`config.mk`:
```
export PLATFORM = sky130hd
export DESIGN_NAME = x87cc_flaggen
export DESIGN_NICKNAME = d
export VERILOG_FILES = /design/src/rtl/x87cc_pkg.sv /design/src/rtl/x87cc_cmp_map.sv /design/src/rtl/x87cc_classify.sv /design/src/rtl/x87cc_merge.sv /design/src/rtl/x87cc_flaggen.sv
export SDC_FILE = /design/constraint.sdc
export NUM_CORES = 1
export LEC_CHECK = 0
export BUFFER_PORTS_ARGS = -buffer_cell sky130_fd_sc_hd__buf_2
export CAP_MARGIN = 25
export CORE_UTILIZATION = 37
export DETAILED_ROUTE_END_ITERATION = 16
export MAX_ROUTING_LAYER = met4
export PLACE_DENSITY = 0.83
export SLEW_MARGIN = 10
export SYNTH_ARGS = -nofsm -noshare
export SYNTH_HDL_FRONTEND = slang
export SYNTH_SLANG_ARGS = --single-unit
export TNS_END_PERCENT = 100
```
`constraint.sdc`:
```
create_clock -name clk -period 2.15 [get_ports clk]
set_clock_uncertainty 0.15 [all_clocks]
set_input_delay 0 -clock clk [delete_from_list [all_inputs] [get_ports clk]]
set_output_delay 0 -clock clk [all_outputs]
set_load 0.02 [all_outputs]
```
`src/rtl/x87cc_pkg.sv`:
```
package x87cc_pkg;

   localparam int C0_BIT = 8;
   localparam int C1_BIT = 9;
   localparam int C2_BIT = 10;
   localparam int C3_BIT = 14;

   typedef enum logic [2:0] {
      OP_SCMP_SIG   = 3'd0,
      OP_SCMP_QUIET = 3'd1,
      OP_FCMP_SIG   = 3'd2,
      OP_FCMP_QUIET = 3'd3,
      OP_EXAMINE    = 3'd4
   } op_e;

   typedef enum logic [1:0] {
      RES_LT = 2'd0,
      RES_EQ = 2'd1,
      RES_GT = 2'd2,
      RES_UN = 2'd3
   } res_e;

   typedef enum logic [2:0] {
      CLS_NORMAL = 3'd0,
      CLS_INF    = 3'd1,
      CLS_NAN    = 3'd2,
      CLS_ZERO   = 3'd3,
      CLS_DENORM = 3'd4,
      CLS_EMPTY  = 3'd5
   } cls_e;

   typedef struct packed {
      logic c3;
      logic c2;
      logic c1;
      logic c0;
   } ccode_t;

endpackage

```
`src/rtl/x87cc_cmp_map.sv`:
```
module x87cc_cmp_map
   import x87cc_pkg::*;
(
   input  logic [1:0] res,
   input  logic       signalling,
   input  logic       nan_any,
   input  logic       nan_sig,
   output ccode_t     cc,
   output logic [2:0] zpc,
   output logic       inv
);

   res_e res_t;

   always_comb begin
      res_t = res_e'(res);
      cc    = '0;
      zpc   = 3'b000;
      unique case (res_t)
         RES_LT: begin
            cc.c0 = 1'b1;
            zpc   = 3'b001;
         end
         RES_EQ: begin
            cc.c3 = 1'b1;
            zpc   = 3'b100;
         end
         RES_GT: begin
            cc  = '0;
            zpc = 3'b000;
         end
         default: begin
            cc.c3 = 1'b1;
            cc.c2 = 1'b1;
            cc.c0 = 1'b1;
            zpc   = 3'b111;
         end
      endcase
      inv = signalling ? nan_any : nan_sig;
   end

endmodule

```
`src/rtl/x87cc_classify.sv`:
```
module x87cc_classify
   import x87cc_pkg::*;
#(
   parameter int EXP_W  = 15,
   parameter int MANT_W = 64
) (
   input  logic              sign,
   input  logic [EXP_W-1:0]  expo,
   input  logic [MANT_W-1:0] mant,
   input  logic              empty,
   output ccode_t            cc
);

   localparam logic [MANT_W-1:0] INF_MANT = {1'b1, {(MANT_W-1){1'b0}}};

   generate
      if (EXP_W < 2 || MANT_W < 2) begin : g_bad_width
         $error("x87cc_classify: exponent and mantissa need at least two bits");
      end
   endgenerate

   cls_e cls;
   logic exp_max;
   logic exp_min;

   always_comb begin
      exp_max = &expo;
      exp_min = ~|expo;
      if (empty)
         cls = CLS_EMPTY;
      else if (exp_max)
         cls = (mant == INF_MANT) ? CLS_INF : CLS_NAN;
      else if (exp_min)
         cls = (mant == '0) ? CLS_ZERO : CLS_DENORM;
      else
         cls = CLS_NORMAL;
   end

   always_comb begin
      cc    = '0;
      cc.c1 = sign;
      unique case (cls)
         CLS_EMPTY:  begin cc.c3 = 1'b1; cc.c0 = 1'b1; end
         CLS_INF:    begin cc.c2 = 1'b1; cc.c0 = 1'b1; end
         CLS_NAN:    begin cc.c0 = 1'b1; end
         CLS_ZERO:   begin cc.c3 = 1'b1; end
         CLS_DENORM: begin cc.c3 = 1'b1; cc.c2 = 1'b1; end
         default:    begin cc.c2 = 1'b1; end
      endcase
   end

endmodule

```
`src/rtl/x87cc_merge.sv`:
```
module x87cc_merge
   import x87cc_pkg::*;
#(
   parameter int SW_W = 16
) (
   input  logic [2:0]      op,
   input  logic [SW_W-1:0] sw_in,
   input  ccode_t          cc_cmp,
   input  logic [2:0]      zpc_cmp,
   input  logic            inv_cmp,
   input  ccode_t          cc_exam,
   output logic [SW_W-1:0] sw_nxt,
   output logic [2:0]      zpc_nxt,
   output logic            inv_nxt
);

   generate
      if (SW_W <= C3_BIT) begin : g_bad_sw
         $error("x87cc_merge: status word too narrow for condition bits");
      end
   endgenerate

   op_e op_t;

   always_comb begin
      op_t    = op_e'(op);
      sw_nxt  = sw_in;
      zpc_nxt = 3'b000;
      inv_nxt = 1'b0;
      case (op_t)
         OP_SCMP_SIG, OP_SCMP_QUIET: begin
            sw_nxt[C3_BIT] = cc_cmp.c3;
            sw_nxt[C2_BIT] = cc_cmp.c2;
            sw_nxt[C0_BIT] = cc_cmp.c0;
            inv_nxt        = inv_cmp;
         end
         OP_FCMP_SIG, OP_FCMP_QUIET: begin
            zpc_nxt = zpc_cmp;
            inv_nxt = inv_cmp;
         end
         OP_EXAMINE: begin
            sw_nxt[C3_BIT] = cc_exam.c3;
            sw_nxt[C2_BIT] = cc_exam.c2;
            sw_nxt[C1_BIT] = cc_exam.c1;
            sw_nxt[C0_BIT] = cc_exam.c0;
         end
         default: begin
            sw_nxt = sw_in;
         end
      endcase
   end

endmodule

```
`src/rtl/x87cc_flaggen.sv`:
```
module x87cc_flaggen
   import x87cc_pkg::*;
#(
   parameter int SW_W    = 16,
   parameter int EXP_W   = 15,
   parameter int MANT_W  = 64,
   parameter bit REG_OUT = 1'b1
) (
   input  logic                         clk,
   input  logic                         rst_n,
   input  logic                         in_valid,
   input  logic [2:0]                   op_sel,
   input  logic [1:0]                   cmp_res,
   input  logic                         nan_any,
   input  logic                         nan_sig,
   input  logic [EXP_W+MANT_W:0]        opnd,
   input  logic                         slot_empty,
   input  logic [SW_W-1:0]              sw_in,
   output logic                         out_valid,
   output logic [SW_W-1:0]              sw_out,
   output logic [2:0]                   zpc_out,
   output logic                         invalid_out
);

   localparam int OPND_W = EXP_W + MANT_W + 1;
   localparam int SIGN_B = OPND_W - 1;
   localparam logic [SW_W-1:0] CMP_MASK =
      (SW_W'(1) << C3_BIT) | (SW_W'(1) << C2_BIT) | (SW_W'(1) << C0_BIT);
   localparam logic [SW_W-1:0] EXAM_MASK = CMP_MASK | (SW_W'(1) << C1_BIT);

   ccode_t          cc_cmp;
   ccode_t          cc_exam;
   logic [2:0]      zpc_cmp;
   logic            inv_cmp;
   logic            signalling;
   logic [SW_W-1:0] sw_nxt;
   logic [2:0]      zpc_nxt;
   logic            inv_nxt;

   assign signalling = (op_sel == OP_SCMP_SIG) || (op_sel == OP_FCMP_SIG);

   x87cc_cmp_map u_cmp (
      .res        (cmp_res),
      .signalling (signalling),
      .nan_any    (nan_any),
      .nan_sig    (nan_sig),
      .cc         (cc_cmp),
      .zpc        (zpc_cmp),
      .inv        (inv_cmp)
   );

   x87cc_classify #(.EXP_W(EXP_W), .MANT_W(MANT_W)) u_cls (
      .sign  (opnd[SIGN_B]),
      .expo  (opnd[SIGN_B-1:MANT_W]),
      .mant  (opnd[MANT_W-1:0]),
      .empty (slot_empty),
      .cc    (cc_exam)
   );

   x87cc_merge #(.SW_W(SW_W)) u_merge (
      .op      (op_sel),
      .sw_in   (sw_in),
      .cc_cmp  (cc_cmp),
      .zpc_cmp (zpc_cmp),
      .inv_cmp (inv_cmp),
      .cc_exam (cc_exam),
      .sw_nxt  (sw_nxt),
      .zpc_nxt (zpc_nxt),
      .inv_nxt (inv_nxt)
   );

   generate
      if (REG_OUT) begin : g_reg
         always_ff @(posedge clk or negedge rst_n) begin
            if (!rst_n) begin
               out_valid   <= 1'b0;
               sw_out      <= '0;
               zpc_out     <= 3'b000;
               invalid_out <= 1'b0;
            end else begin
               out_valid <= in_valid;
               if (in_valid) begin
                  sw_out      <= sw_nxt;
                  zpc_out     <= zpc_nxt;
                  invalid_out <= inv_nxt;
               end
            end
         end

         // one-cycle latency
         p_latency_r10: assert property (@(posedge clk) disable iff (!rst_n)
            out_valid == $past(in_valid));

         // status compare touches only bits 14, 10, 8
         p_cmp_keep_r1: assert property (@(posedge clk) disable iff (!rst_n)
            (out_valid && ($past(op_sel) <= 3'd1))
            |-> ((sw_out & ~CMP_MASK) == ($past(sw_in) & ~CMP_MASK)));

         // flag compare leaves status word alone, flags in legal set
         p_flag_sw_r2: assert property (@(posedge clk) disable iff (!rst_n)
            (out_valid && (($past(op_sel) == 3'd2) || ($past(op_sel) == 3'd3)))
            |-> ((sw_out == $past(sw_in)) &&
                 ((zpc_out == 3'b001) || (zpc_out == 3'b100) ||
                  (zpc_out == 3'b000) || (zpc_out == 3'b111))));

         // examine sets C1 from sign and keeps other bits
         p_exam_sign_r4: assert property (@(posedge clk) disable iff (!rst_n)
            (out_valid && ($past(op_sel) == 3'd4))
            |-> ((sw_out[C1_BIT] == $past(opnd[SIGN_B])) &&
                 ((sw_out & ~EXAM_MASK) == ($past(sw_in) & ~EXAM_MASK)) &&
                 !invalid_out));

         // no NaN operand never raises invalid
         p_inv_nan_r3: assert property (@(posedge clk) disable iff (!rst_n)
            (out_valid && !$past(nan_any) && !$past(nan_sig)) |-> !invalid_out);

         // idle op codes pass the status word through
         p_idle_op_r9: assert property (@(posedge clk) disable iff (!rst_n)
            (out_valid && ($past(op_sel) >= 3'd5))
            |-> ((sw_out == $past(sw_in)) && (zpc_out == 3'b000) && !invalid_out));
      end else begin : g_comb
         assign out_valid   = in_valid;
         assign sw_out      = sw_nxt;
         assign zpc_out     = zpc_nxt;
         assign invalid_out = inv_nxt;
      end
   endgenerate

endmodule

```
Word-level counts from Yosys, hierarchy flattened. Cells that the tools add are included.

Add/subtract/negate cells: 0. $mul: 0. Divide/modulo/power cells: 0. Magnitude comparators: 0. Eq/ne operators: 12. Shift-type cells: 0. Multiplexer cells: 19. Bitwise gates (word level): 0. Reduce and logical (&&, ||, !) cells: 15.

Operator list (number): equality test 64 bit, second input constant (1); logical NOT 64 bit (1); two-way mux 3 bit (5); AND reduction 15 bit (1); OR reduction 15 bit (1); equality test 3 x 2 -> 1 bit, second input constant (4); OR reduction 3 bit (4); equality test 3 bit, second input constant (3); two-way mux 1 bit (9); one-hot mux 3 bit (3 select lines) (1); OR reduction 2 bit (4); equality test 3 x 1 -> 1 bit, second input constant (2); one-hot mux 1 bit (2 select lines) (3); OR reduction 4 bit (1); logical NOT 3 bit (1); equality test 2 x 1 -> 1 bit, second input constant (1); equality test 2 bit, second input constant (1); logical NOT 2 bit (1); two-way mux 2 bit (1); logical OR 1 bit (1).

Bits in registers: 21. Latch bits: 0. Bits in writable memories: 0. ROM bits: 0. Output and inout port bits: 21. Logic and storage cells: 50. Memories: 0.

Logic depth before layout (Yosys ltp). Gate-level depths: netlist of run 1.

Word-level depth: 9. Mapped depth: 5. Depth with buffers taken out: 5.

Cells and area by module. A second synthesis of run 1 with hierarchy kept.

Cells, all modules: 130. Area, all modules: 1445.1 um^2.

By module, submodules not included: x87cc_flaggen (times used 1, cells each 44, area an instance 852.1 um^2); x87cc_classify (times used 1, cells each 38, area an instance 247.7 um^2); x87cc_merge (times used 1, cells each 34, area an instance 232.7 um^2); x87cc_cmp_map (times used 1, cells each 14, area an instance 112.6 um^2).

Worst setup path after synthesis of run 1. Ideal clock, no wire load.

Path kind: input to register. From: input opnd[53]. To: register sw_out[10]. Setup time: 73 ps. Arrival time: 1132 ps. Data required time: 1927 ps. Path slack: 795 ps. Stages: 5. Path buffers: 0. Cells stage by stage: nor4_1 nand4_1 nor4_2 mux2_2 a21oi_2.

Word-level cells in the longest chain between the ends: 9. Elaborated cells on any way between the ends: 13.

RTL lines: from (decl) (line x87cc_flaggen.sv:16) `input logic [EXP_W+MANT_W:0] opnd,`; logical NOT 64 bit (line x87cc_classify.sv:34) `cls = (mant == '0) ? CLS_ZERO : CLS_DENORM;`; two-way mux 3 bit (line x87cc_classify.sv:34); two-way mux 3 bit (line x87cc_classify.sv:33) `else if (exp_min)`; two-way mux 3 bit * (line x87cc_classify.sv:31) `else if (exp_max)`; two-way mux 3 bit * (line x87cc_classify.sv:29) `if (empty)`; equality test 3 x 2 -> 1 bit / equality test 3 bit (equally long branches) (line x87cc_classify.sv:42) `unique case (cls)`; OR reduction 3 bit (no line) *; two-way mux 1 bit * (line x87cc_classify.sv:42); one-hot mux 1 bit (2 select lines) * (line x87cc_merge.sv:30) `case (op_t)`; to (signal assigned) (line x87cc_flaggen.sv:83) `sw_out <= sw_nxt;`; to (decl) (line x87cc_flaggen.sv:20) `output logic [SW_W-1:0] sw_out,`.

Every way passes the cells marked *; elsewhere a longest branch is shown, timed or not. A chain may end at the register's enable or synchronous reset.

Worst setup path after layout of run 1.
From: input sw_in[14]. To: register sw_out[14].

Word-level cells in the longest chain between the ends: 1.

RTL lines: from (decl) (line x87cc_flaggen.sv:18) `input logic [SW_W-1:0] sw_in,`; one-hot mux 1 bit (2 select lines) (line x87cc_merge.sv:30).

No other way between the ends.

==> results of run 1 <==
==> sequential cells by signal (all words and copies together) (netlist names) <==
| register | flops |
|---|---|
| zpc_out | 3 |
| sw_out | 16 |
| out_valid | 1 |
| invalid_out | 1 |
==> metrics by stage <==
step | instances | utilization [%] | worst slack, ns
CTS | 312 | 71.3 | 0.0708
finish | 311 | 71.0 | 0.190
global placement | 280 | 61.2 | 0.568
detailed placement | 280 | 61.2 | 0.545
global route | 311 | 71.0 | 0.0642
floorplan | 112 | - | 0.795
==> logic make-up after synthesis <==
kind of cell	count (synthesis)	share of synthesized area, %
AOI/OAI and AO/OA	11	6.41
buffers and inverters	6	2.00
and+or+nand+nor	52	26.5
adders and majority gates	4	4.20
DFF	21	44.1
muxes	18	16.8
==> per-layer routing <==
layer | track usage [%] | wire length (um)
met1 | 27.2 | 1530
met2 | 54.9 | 2440
met3 | 2.64 | 289
met4 | 8.84 | 74
met5 | - | 0
==> synth_stat cells (2+ instances only) <==
master | instances | area share [%]
a21oi_1 | 2 | 0.84
a31oi_1 | 2 | 1.1
clkbuf_1 | 2 | 0.63
dfrtp_1 | 21 | 44
ha_1 | 4 | 4.2
inv_1 | 3 | 0.95
mux2_1 | 12 | 11
mux2_2 | 4 | 3.8
mux2i_1 | 2 | 1.7
nand2_1 | 6 | 1.9
nand4_1 | 7 | 3.7
nor2_1 | 10 | 3.2
nor3_1 | 2 | 0.84
nor4_1 | 19 | 10
nor4_2 | 2 | 2.1
==> worst paths after layout <==
kind | end | slack (ns) | cells after the start | start
max in group asynchronous | sw_out[10] | 1.46 | 2 | rst_n
min reg2reg | sw_out[11] | 0.35 | 1 | sw_out[11]
min in group asynchronous | zpc_out[0] | 0.04 | 2 | rst_n
max | sw_out[14] | 0.19 | 6 | sw_in[14]
min | zpc_out[1] | 0.006 | 4 | cmp_res[1]
max reg2reg | sw_out[8] | 0.76 | 3 | sw_out[8]
==> report_power, final <==
| group | total [uW] | leakage [uW] | internal (uW) | switching (uW) |
|---|---|---|---|---|
| Sequential | 449 | 0.000251 | 432 | 17.5 |
| Combinational | 329 | 0.000819 | 173 | 156 |
| Clock | 195 | 0.0000177 | 69.4 | 126 |
| Total | 973 | 0.00109 | 674 | 299 |
==> layout by cell type (no fill, tap or decap), types with 2 or more instances in the layout <==
master         count
a21oi_1            2
a31oi_1            2
buf_2            127
clkbuf_4           3
dfrtp_1           21
dlygate4sd3_1     27
ha_1               4
inv_1              3
mux2_1            12
mux2_2             4
mux2i_1            2
nand2_1            6
nand4_1            7
nor2_1            10
nor3_1             2
nor4_1            19
nor4_2             2
==> worst reg2reg max path: stages (launching register included) <==
cell           delay, ns
dfrtp_1             0.41
nor2_1              0.09
a31oi_1             0.04
dlygate4sd3_1       0.59
==> timing repair <==
action | 4_1_cts | 5_1_grt
hold buffers | 28 | 0
hold endpoints to repair | 40 | 0
setup endpoints to repair | 0 | 1
==> area by class of cell <==
type                    instances  area [um2]  share of cell area (%)
clock inverters                 1        5.00                   0.231
multi-input cells              85         642                    29.6
inverters                       3        11.3                   0.520
repair buffers                154         906                    41.8
clock buffers                   3        22.5                    1.04
well taps                      44        55.1                    2.54
flip-flops and latches         21         526                    24.2
==> flow_summary_export.csv, run 1 <==
group,metric,value,unit
status,status,"complete, no violations",
routing,drc,0,
layout,layout.nets,379,
routing,vias,1554,
cts,tritoncts,"yes",
synthesis,syn_nets,223,
worst_hold_path,hp-class,"in2reg",
setup_path,crit_path_frequent_cell,"dlygate4sd3_1",
sta,period_share,91.1,%
setup_path,slowest_stage,"dlygate4sd3_1",
cts,postCtsSetupRepairBufs,0,
grt,antenna_found_initial,0,
setup_path,path_class,"in2reg",
grt,grt_pass1_wl,6.91,mm
pwr,fin_total_pwr,973,uW
sta,timing.fmax,0.510,GHz
setup_path,cp_cell_sequence,"dlygate4sd3_1 > buf_2 > a21oi_1 > dlygate4sd3_1 > a31oi_1 > dlygate4sd3_1",
cts,clkTransAtPathRegs,0.13,ns
place,port-buffer-count,127,
grt,grt_pass1_vias,1650,
sta,tns,0,ns
routing,routed_wirelength,4.33,mm
flow_run,maxCapViolCount,0,
sta,maxSlewHeadroom,65.0,%
setup_path,crit_family,"buffers and inverters",
setup_path,cp_num_buf_inv,4,
floorplan,core_area,3050,um2
grt,grt_max_degree,27,
layout,final.fill_count,264,
sta,rsz0062_at_grt,"no",
place,hpwl,3.21,mm
cts,clockBufferDepth,2,
floorplan,die_w,58.7,um
pwr,ir_worst_vdd,0.000405,V
cts,clk_latency,0.30,ns
cts,clock_sinks,21,
grt,grt_overflow,0,
layout,syn2layout_area_growth,81.9,%
floorplan,core.rowCount,20,
pwr,p_leak,0.00109,uW
sta,hold_violations,0,
place,place_congestion,0.768,
setup_path,critPathLaunchType,"input port",
routing,first_pass_iters,4,
floorplan,start_util,39.0,%
synthesis,synth_area,1190,um2
floorplan,die_height,58.7,um
synthesis,yosysWarnings,0,
place,placed_cell_area,1870,um2
routing,post_drt_wl_per_cell,13.9,um
pwr,cellPowerDensity,449,nW/um2
setup_path,slowest_delay,0.58,ns
sta,tightest_slew,0.524,ns
synthesis,yosysSeqAreaShare,44.1,%
cts,ctsRootBufferMaster,"clkbuf_4",
cts,cts_buffers,3,
floorplan,dieArea,3450,um2
synthesis,synthCells,112,
cts,htreeDepth,1,
setup_path,path_max_fanout,1,
synthesis,yosysUniqueCellTypes,29,
layout,design_area,2170,um2
sta,hold_slack,0.00606,ns
setup_path,end_kind,"register",
setup_path,required,2.21,ns
sta,finalCriticalPeriod,1.96,ns
grt,track_usage,27.4,%
synthesis,synth_top_flop_cell,"dfrtp_1",
layout,n_antenna_cell,0,
cts,post_cts_resized,0,
synthesis,synth_seq_cells,21,
setup_path,crit_arrival,2.02,ns
synthesis,synth-edff-count,0,
routing,dr.first_iter.drc_count,19,
synthesis,synthArstFlopShare,100,%
floorplan,io_pins,128,
layout,drive_gt1_share,53.2,%
sta,drv_slew,0,
routing,drt-vias-per-instance,5.00,
routing,drtAntennaViolNets,0,
synthesis,syn_avg_cell_area,10.6,um2
sta,setup_viol,0,
(Power assumes the default switching activity.)
==> run 2: changes to the inputs <==
--- a/config.mk
+++ b/config.mk
@@ -7,10 +7,12 @@
 export LEC_CHECK = 0
 export BUFFER_PORTS_ARGS = -buffer_cell sky130_fd_sc_hd__buf_2
 export CAP_MARGIN = 25
-export CORE_UTILIZATION = 37
+export CELL_PAD_IN_SITES_DETAIL_PLACEMENT = 2
+export CELL_PAD_IN_SITES_GLOBAL_PLACEMENT = 2
+export CORE_UTILIZATION = 18
 export DETAILED_ROUTE_END_ITERATION = 16
 export MAX_ROUTING_LAYER = met4
-export PLACE_DENSITY = 0.83
+export PLACE_DENSITY = 0.81
 export SLEW_MARGIN = 10
 export SYNTH_ARGS = -nofsm -noshare
 export SYNTH_HDL_FRONTEND = slang
==> flow_summary_export.csv, run 2 (synthesis results as in run 1) <==
group,metric,value,unit
floorplan,dieArea,6950,um2
layout,largest_register,"sw_out",
routing,dr.first_iter.drc_count,15,
pwr,fin_total_pwr,1040,uW
layout,syn2layout_area_growth,83.0,%
grt,grt_overflow,0,
setup_path,crit_arrival,1.94,ns
cts,tritoncts,"yes",
routing,first_pass_iters,2,
setup_path,cp_cell_sequence,"dlygate4sd3_1 > clkbuf_4 > nand2_1 > a221oi_1 > a21oi_2 > dlygate4sd3_1",
routing,vias,1559,
sta,finalCriticalPeriod,1.94,ns
setup_path,slowest_delay,0.56,ns
flow_run,maxCapViolCount,0,
status,violations,"hold timing",
cts,clkTransAtPathRegs,0.08,ns
cts,clockBufferDepth,2,
setup_path,required,2.15,ns
sta,period_share,90.1,%
cts,clock_sinks,21,
routing,drt-vias-per-instance,4.60,
setup_path,r2r_setup_slack,0.76,ns
place,hpwl,4.27,mm
place,place_congestion,0.678,
layout,final_common_cell,"buf_2",
sta,fin_ws,0.214,ns
grt,grt_pass1_vias,1800,
layout,final.fill_count,737,
sta,timing.fmax,0.516,GHz
cts,postCtsSetupRepairBufs,0,
layout,fin_util,34.1,%
sta,maxSlewHeadroom,66.2,%
layout,layout.nets,374,
sta,drv_slew,0,
worst_hold_path,hp-class,"in2reg",
sta,tightest_slew,0.508,ns
routing,post_drt_wl_per_cell,15.4,um
routing,drc,0,
setup_path,cp_num_buf_inv,3,
setup_path,path_class,"in2reg",
sta,hold_slack,-0.00849,ns
setup_path,path_max_fanout,26,
sta,setup_viol,0,
layout,top_regs,"sw_out: 16 flops, zpc_out: 3 flops",
layout,n_antenna_cell,0,
place,port-buffer-count,127,
setup_path,crit_family,"buffers and inverters",
pwr,ir_worst_vdd,0.000355,V
setup_path,critPathLaunchType,"input port",
status,status,"complete, but fails checks",
cts,htreeDepth,1,
place,pre_cts_slack,0.507,ns
sta,tns,0,ns
routing,routed_wirelength,5.22,mm
grt,track_usage,16.0,%
layout,drive_gt1_share,54.2,%
routing,drtAntennaViolNets,0,
setup_path,slowest_stage,"dlygate4sd3_1",
pwr,cellPowerDensity,477,nW/um2
floorplan,core.rowCount,29,
floorplan,die_w,83.3,um
floorplan,die_height,83.3,um
cts,cts_buffers,3,
cts,ctsRootBufferMaster,"clkbuf_8",
setup_path,end_kind,"register",
grt,grt_pass1_wl,8.58,mm
grt,grt_max_degree,27,
floorplan,core_area,6390,um2
floorplan,io_pins,128,
pwr,p_leak,0.00108,uW
cts,clk_latency,0.26,ns
grt,antenna_found_initial,0,
sta,rsz0062_at_grt,"no",
sta,hold_violations,1,
layout,largest_reg_flops,16,
floorplan,start_util,18.7,%
setup_path,crit_path_frequent_cell,"dlygate4sd3_1",
layout,final_cell_mix,"buf_2, dlygate4sd3_1, dfrtp_1",
[run 2: changes by cell type in the layout (fill, tap and decap cells not counted)]
cell / previous run / this run
dlygate4sd3_1: 27 / 22
clkbuf_8: 0 / 3
clkbuf_4: 3 / 1
buf_2: 127 / 126
[run 2: worst paths after layout]
path	from	to	depth (start not counted)
hold reg to reg	sw_out[13]	sw_out[13]	1
min in group asynchronous	rst_n	sw_out[1]	2
setup / recovery	in_valid	sw_out[10]	6
hold / removal	nan_any	invalid_out	4
max in group asynchronous	rst_n	out_valid	2
setup reg to reg	sw_out[10]	sw_out[10]	3
[run 2: per-stage QoR]
stage          cell area [um2]  instances
2_1_floorplan             1190        112
3_3_place_gp              1910        313
3_5_place_dp              1910        313
4_1_cts                   2180        339
5_1_grt                   2180        339
6_report                  2180        339
[run 2: power by group]
part / leakage, uW / switching [uW] / total [uW] / internal [uW]
Sequential: 0.000251 / 17.7 / 449 / 432
Clock: 0.0000255 / 135 / 264 / 129
Combinational: 0.000799 / 159 / 326 / 167
Total: 0.00108 / 311 / 1040 / 728
[run 2: worst min-delay path, cell delays in order]
cell and delay, ns:
buf_2 0.07, mux2i_1 0.06, nor2_1 0.09, mux2_2 0.15
[run 2: what timing repair did]
item / in CTS / in global routing
setup endpoints to repair: 0 / 1
endpoints found under the hold margin: 38 / 0
hold buffers: 22 / 0
gates resized for setup: 0 / 1
[run 2: final cells by class]
cell class,instances,area (um2),share of cell area (%)
repair buffers,149,858,39.4
well taps,77,96.3,4.42
clock inverters,1,5.00,0.230
multi-input cells,85,642,29.4
clock buffers,3,41.3,1.89
inverters,3,11.3,0.517
flip-flops and latches,21,526,24.1
[run 2: per-layer routing]
metal	routed length (um)	GRT usage (%)
met1	1720	14.5
met2	3030	33.0
met3	414	4.57
met4	51	2.04
met5	0	-
